===== config.mk =====
export PLATFORM = sky130hd
export DESIGN_NAME = mul_tree
export DESIGN_NICKNAME = d
export VERILOG_FILES = /design/src/rtl/mul_tree_pkg.sv /design/src/rtl/mul_tree_pp.sv /design/src/rtl/mul_tree_level.sv /design/src/rtl/mul_tree.sv
export SDC_FILE = /design/constraint.sdc
export NUM_CORES = 1
export LEC_CHECK = 0
export ABC_AREA = 0
export BUFFER_PORTS_ARGS = -buffer_cell sky130_fd_sc_hd__buf_4
export CORE_MARGIN = 1
export CORE_UTILIZATION = 53
export DETAILED_ROUTE_END_ITERATION = 6
export GPL_TIMING_DRIVEN = 1
export PLACE_DENSITY_LB_ADDON = 0.2
export SLEW_MARGIN = 10
export SYNTH_ARGS = -nofsm -noshare
export SYNTH_HDL_FRONTEND = slang
export SYNTH_SLANG_ARGS = --single-unit

===== constraint.sdc =====
create_clock -name vclk -period 9.9
set_input_delay 0 -clock vclk [all_inputs]
set_output_delay 0 -clock vclk [all_outputs]
set_load 0.01 [all_outputs]

===== src/rtl/mul_tree_pkg.sv =====
package mul_tree_pkg;

   // Width of one tree node after level k (level 0 = raw partial products).
   // A node at level k covers 2^k bits of op_a, so its value is at most
   // (2^(2^k)-1)*(2^W-1), which needs W + 2^k bits.
   function automatic int node_w(input int w, input int k);
      return (k == 0) ? w : w + (1 << k);
   endfunction

   // Number of register cuts selected by a mask over 'levels' tree levels.
   function automatic int cut_count(input int mask, input int levels);
      int n;
      n = 0;
      for (int i = 0; i < levels; i++) begin
         if (((mask >> i) & 1) != 0) n++;
      end
      return n;
   endfunction

endpackage


===== src/rtl/mul_tree_pp.sv =====
module mul_tree_pp #(
   parameter int WIDTH = 8
) (
   input  logic [WIDTH-1:0]       op_a,
   input  logic [WIDTH-1:0]       op_b,
   output logic [WIDTH*WIDTH-1:0] pp_bus
);

   initial begin
      assert (WIDTH >= 2) else $error("mul_tree_pp: WIDTH must be at least 2");
   end

   // One gated copy of op_b per bit of op_a, no shift applied here.
   for (genvar i = 0; i < WIDTH; i++) begin : g_pp
      assign pp_bus[i*WIDTH +: WIDTH] = op_b & {WIDTH{op_a[i]}};
   end

endmodule


===== src/rtl/mul_tree_level.sv =====
module mul_tree_level #(
   parameter int IN_W     = 8,
   parameter int OUT_W    = 10,
   parameter int NODES_IN = 8,
   parameter int SH       = 1,
   parameter bit CUT      = 1'b0
) (
   input  logic                            clk,
   input  logic                            rst_n,
   input  logic                            in_v,
   input  logic [NODES_IN*IN_W-1:0]        in_bus,
   output logic                            out_v,
   output logic [(NODES_IN/2)*OUT_W-1:0]   out_bus
);

   localparam int NODES_OUT = NODES_IN / 2;

   initial begin
      assert (NODES_IN >= 2 && NODES_IN % 2 == 0)
         else $error("mul_tree_level: NODES_IN must be even and at least 2");
      assert (SH >= 1) else $error("mul_tree_level: SH must be at least 1");
      assert (OUT_W >= IN_W + SH)
         else $error("mul_tree_level: OUT_W too narrow for shifted operand");
   end

   logic [NODES_OUT*OUT_W-1:0] sum_bus;

   for (genvar n = 0; n < NODES_OUT; n++) begin : g_pair
      logic [OUT_W-1:0] lo_op;
      logic [OUT_W-1:0] hi_op;
      // Lower node keeps its weight; upper node gains SH zero bits below.
      assign lo_op = OUT_W'(in_bus[(2*n)*IN_W +: IN_W]);
      assign hi_op = OUT_W'({in_bus[(2*n+1)*IN_W +: IN_W], {SH{1'b0}}});
      assign sum_bus[n*OUT_W +: OUT_W] = lo_op + hi_op;
   end

   if (CUT) begin : g_cut
      always_ff @(posedge clk or negedge rst_n) begin
         if (!rst_n) begin
            out_v   <= 1'b0;
            out_bus <= '0;
         end else begin
            out_v   <= in_v;
            out_bus <= sum_bus;
         end
      end
   end else begin : g_thru
      logic unused_clk_rst;
      assign unused_clk_rst = clk ^ rst_n;
      assign out_v   = in_v;
      assign out_bus = sum_bus;
   end

endmodule


===== src/rtl/mul_tree.sv =====
module mul_tree
   import mul_tree_pkg::*;
#(
   parameter int WIDTH    = 8,
   parameter int CUT_MASK = 0
) (
   input  logic               clk,
   input  logic               rst_n,
   input  logic               op_valid,
   input  logic [WIDTH-1:0]   op_a,
   input  logic [WIDTH-1:0]   op_b,
   output logic               res_valid,
   output logic [2*WIDTH-1:0] res_prod
);

   localparam int LEVELS  = $clog2(WIDTH);
   localparam int LATENCY = cut_count(CUT_MASK, LEVELS);

   initial begin
      assert (WIDTH >= 2 && (1 << LEVELS) == WIDTH)
         else $error("mul_tree: WIDTH must be a power of two, at least 2");
      assert (CUT_MASK >= 0 && CUT_MASK < (1 << LEVELS))
         else $error("mul_tree: CUT_MASK has bits beyond the tree depth");
      assert (node_w(WIDTH, LEVELS) == 2 * WIDTH)
         else $error("mul_tree: final node width mismatch");
   end

   for (genvar k = 0; k <= LEVELS; k++) begin : g_lvl
      localparam int NN = WIDTH >> k;
      localparam int NW = node_w(WIDTH, k);
      logic          vld;
      logic [NN*NW-1:0] bus;

      if (k == 0) begin : g_src
         mul_tree_pp #(.WIDTH(WIDTH)) u_pp (
            .op_a   (op_a),
            .op_b   (op_b),
            .pp_bus (bus)
         );
         assign vld = op_valid;
      end else begin : g_add
         mul_tree_level #(
            .IN_W     (node_w(WIDTH, k-1)),
            .OUT_W    (NW),
            .NODES_IN (2*NN),
            .SH       (1 << (k-1)),
            .CUT      (((CUT_MASK >> (k-1)) & 1) != 0)
         ) u_level (
            .clk     (clk),
            .rst_n   (rst_n),
            .in_v    (g_lvl[k-1].vld),
            .in_bus  (g_lvl[k-1].bus),
            .out_v   (vld),
            .out_bus (bus)
         );
      end
   end

   assign res_valid = g_lvl[LEVELS].vld;
   assign res_prod  = g_lvl[LEVELS].bus;

endmodule


== Word level (Yosys, flattened, before mapping) ==
Cells that the tools add are included.
Widths: inputs -> output; s select.

* Bitwise logic cells: 8
* Add/sub/neg operators: 7

{| class="wikitable"
|+ Operators with widths
! cell !! count
|-
| $and 8x8->8 || 8
|-
| $add 8x9->10 || 4
|-
| $add 10x12->12 || 2
|-
| $add 12x16->16 || 1
|}

* Output and inout bits: 17
* Word-level logic and storage cells: 15
* Input port bits: 19
* Register bits after elaboration: 0

== Depth between registers and ports, before layout ==
* Depth after elaboration: 4
* Mapped depth: 24

== Hierarchy ==
From an unflattened synthesis, not the netlist that was laid out.

* Cells, all modules: 393
* Area total of the unflattened synthesis: 3000.4 µm²

{| class="wikitable"
|+ Modules (own cells, without submodules)
! module !! area each (µm²) !! sequential area each (µm²) !! cells an instance !! instances
|-
| mul_tree_level (g_lvl[1].g_add.u_level) || 1222.4 || 0.0 || 154 || 1
|-
| mul_tree_level (g_lvl[2].g_add.u_level) || 823.3 || 0.0 || 101 || 1
|-
| mul_tree_level (g_lvl[3].g_add.u_level) || 554.3 || 0.0 || 74 || 1
|-
| mul_tree_pp || 400.4 || 0.0 || 64 || 1
|}

== Least setup slack after synthesis ==
Ideal clock, no wire load.

* Path type: input to output
* From: input port op_a[2]
* To: output port res_prod[15]
* Stages: 21
* Required time: 9.900 ns
* Arrival time: 4.150 ns
* Setup slack: 5.750 ns
* Cell sequence: and2_1 ha_1 inv_1 fa_1 fa_1 inv_1 ha_1 a21oi_1 o21bai_1 a21o_1 a21oi_1 o21ai_0 xnor2_1 ha_1 a2111oi_0 o21ai_0 a21oi_1 a2111oi_2 a211oi_1 o21ai_1 xnor2_1

* Longest elaborated chain between the ends: 4

{| class="wikitable"
|+ Ends and longest elaborated chain
! element !! RTL line !! RTL
|-
| from (decl) || mul_tree.sv:10 || <nowiki>input logic [WIDTH-1:0] op_a,</nowiki>
|-
| $and 8x8->8 || mul_tree_pp.sv:15 || <nowiki>assign pp_bus[i*WIDTH +: WIDTH] = op_b & {WIDTH{op_a[i]}};</nowiki>
|-
| $add 8x9->10 || mul_tree_level.sv:34 || <nowiki>assign sum_bus[n*OUT_W +: OUT_W] = lo_op + hi_op;</nowiki>
|-
| $add 10x12->12 || mul_tree_level.sv:34 ||
|-
| $add 12x16->16 || mul_tree_level.sv:34 ||
|-
| to (decl) || mul_tree.sv:13 || <nowiki>output logic [2*WIDTH-1:0] res_prod</nowiki>
|}

No other way between the ends.

== Worst setup path in the final report ==
* From: input port op_a[3]
* To: output port res_prod[15]

Same word-level chain as after synthesis.

==> results.cfg <==
[status]
outcome = completed

[logic_synthesis]
synth_area_mm2 = 0.00238
synth_nets = 392
synth-warning-count = 0
avgSynthCellArea_um2 = 7.59
ys_types = 36
syn-instance-count = 314
ys_seq_area_frac = 0

[finish]
fin_util = 0.619
n_clock_buffer = 0
finalInstanceArea_mm2 = 0.00268
num_antenna_cells = 0
seqCellArea_um2 = 0
nets = 424
instances_no_fill = 396
seq_cells = 0
area_growth_pct = 12.3
multiInputGateArea_mm2 = 0.00224
drive_gt1_frac = 0.105
final.fill_count = 412

[global_routing]
grt_max_degree = 10
grt_first_pass_wirelength_mm = 8.58
antenna_found_initial = 0
grt.total_usage = 0.208
overflow = 0
grt_pass1_vias = 1949

[sta]
finalCritPeriodShare = 0.484
slew_viol_final = 0
rsz0062_at_grt = false
finalHoldViolCount = 0
whs_ns = 0.00000444
max_slew_margin = 0.686
fin_setup_tns_ns = 0
setup_viol = 0
fin_crit_ns = 4.79
max_freq_mhz = 209
worstMarginPinSlew_ns = 0.467

[worst_setup_path]
worstPathArrival_ns = 4.79
cp_num_buf_inv = 4
cp_slowest_stage_delay_ns = 0.48
crit_required_ns = 9.90
crit_path_top_delay_cell = fa_1
critPathMaxFanout = 9
cpLargestDelayFamily = adder cells
worstSetupPathType = input pin to primary output
path_depth = 26
end_kind = primary output
crit_path_start_kind = input pin

[placed_design]
gp_congestion = 0.837
port_buffers = 32
dp.cells = 396
hpwl_mm = 4.13
post_dp_cell_area_mm2 = 0.00268

[worst_hold_path]
hold_class = input pin to primary output
min_path_cells = 0

[die]
rows = 24
dieArea_mm2 = 0.00477
die_h_um = 69.1
die_w_um = 69.1
boundaryPins = 36
initial_utilization = 0.551
core_mm2 = 0.00432

[drt]
routed_wl_mm = 4.81
first_pass_iters = 4
drtAntennaViolNets = 0
wl_per_cell_um = 12.1
first_iter_violations = 67
drc_errors = 0
vias = 2120
via_per_inst = 5.35

[pwr]
seqPwrFrac = 0
p_leak_uw = 0.00140
p_int_uw = 200
vdd_drop_max_v = 0.000100
switching_share = 0.513
power.switching_uw = 211
power_density_mw_per_mm2 = 154
p_comb_frac = 1.000
pwr-share-clk = 0

[clocking]
cts.hold.buffers_added = 0
cts_setup_buffers = 0
post_cts_resized = 0

[run]
maxCapViolCount = 0
==> stage by stage <==
step           setup WS, ns  power [uW]
2_1_floorplan          5.75         285
3_3_place_gp           5.17         406
3_5_place_dp           5.17         411
4_1_cts                5.13         414
5_1_grt                4.68         462
6_report               5.11         412
==> cell usage after synthesis (all sizes together), types with 2 or more instances <==
cell type	n	share of area
a2111oi	3	0.014
a211oi	9	0.030
a21o	11	0.035
a21oi	17	0.036
and2	41	0.11
fa	17	0.14
ha	42	0.22
inv	34	0.054
nand2	25	0.039
nand3	2	0.0042
nor2	22	0.035
nor2b	6	0.016
nor3	7	0.015
nor4	3	0.0079
o211ai	2	0.0063
o21a	5	0.016
o21ai	16	0.034
o21bai	4	0.013
o22ai	2	0.0052
o31a	3	0.011
or4	2	0.0063
xnor2	23	0.085
xor2	8	0.029
==> path summary, 6_finish.rpt <==
| check | slack (ns) | end | start |
|---|---|---|---|
| setup / recovery | 5.11 | res_prod[15] | op_a[3] |
| hold / removal | 0.000004 | res_valid | op_valid |
==> layout by cell type (no fill, tap or decap), types with 3 or more instances in the layout <==
master / netlist / routed
ha_1: 42 / 42
and2_1: 41 / 41
inv_1: 34 / 34
buf_4: 1 / 32
nand2_1: 25 / 25
xnor2_1: 23 / 23
nor2_1: 22 / 22
a21oi_1: 17 / 17
fa_1: 17 / 17
o21ai_0: 15 / 15
a21o_1: 11 / 11
a211oi_1: 8 / 8
xor2_1: 8 / 8
nor3_1: 7 / 7
nor2b_1: 6 / 6
o21a_1: 5 / 5
o21bai_1: 4 / 4
o31a_1: 3 / 3
nor4_1: 3 / 3
==> power by group through the flow <==
stage,logic [uW],registers (uW),clock network [uW]
finish,412,0,0
global placement,406,0,0
floorplan,285,0,0
CTS,414,0,0
detailed placement,411,0,0
global route,462,0,0
==> logic make-up (layout without fill, tap and decap cells) <==
logic type | count (synthesis) | count (layout) | share of synthesized area
XOR/XNOR | 31 | 31 | 0.114
AND/OR/NAND/NOR | 111 | 111 | 0.239
multiplexers | 1 | 1 | 0.00420
buffers and inverters | 36 | 66 | 0.0583
AO/OA/AOI/OAI | 76 | 76 | 0.222
adder cells (fa/ha/maj) | 59 | 59 | 0.363
==> layer usage <==
metal | part of all wire | track usage
met2 | 0.43 | 0.346
met3 | 0.017 | 0
met4 | 0 | 0
met1 | 0.55 | 0.320
met5 | 0 | 0
==> final cells by class <==
type	count	share of cell area
inverter	34	0.0477
timing repair buffer	32	0.0897
tap	52	0.0243
multi-input combinational	278	0.838
(Power assumes the default switching activity.)
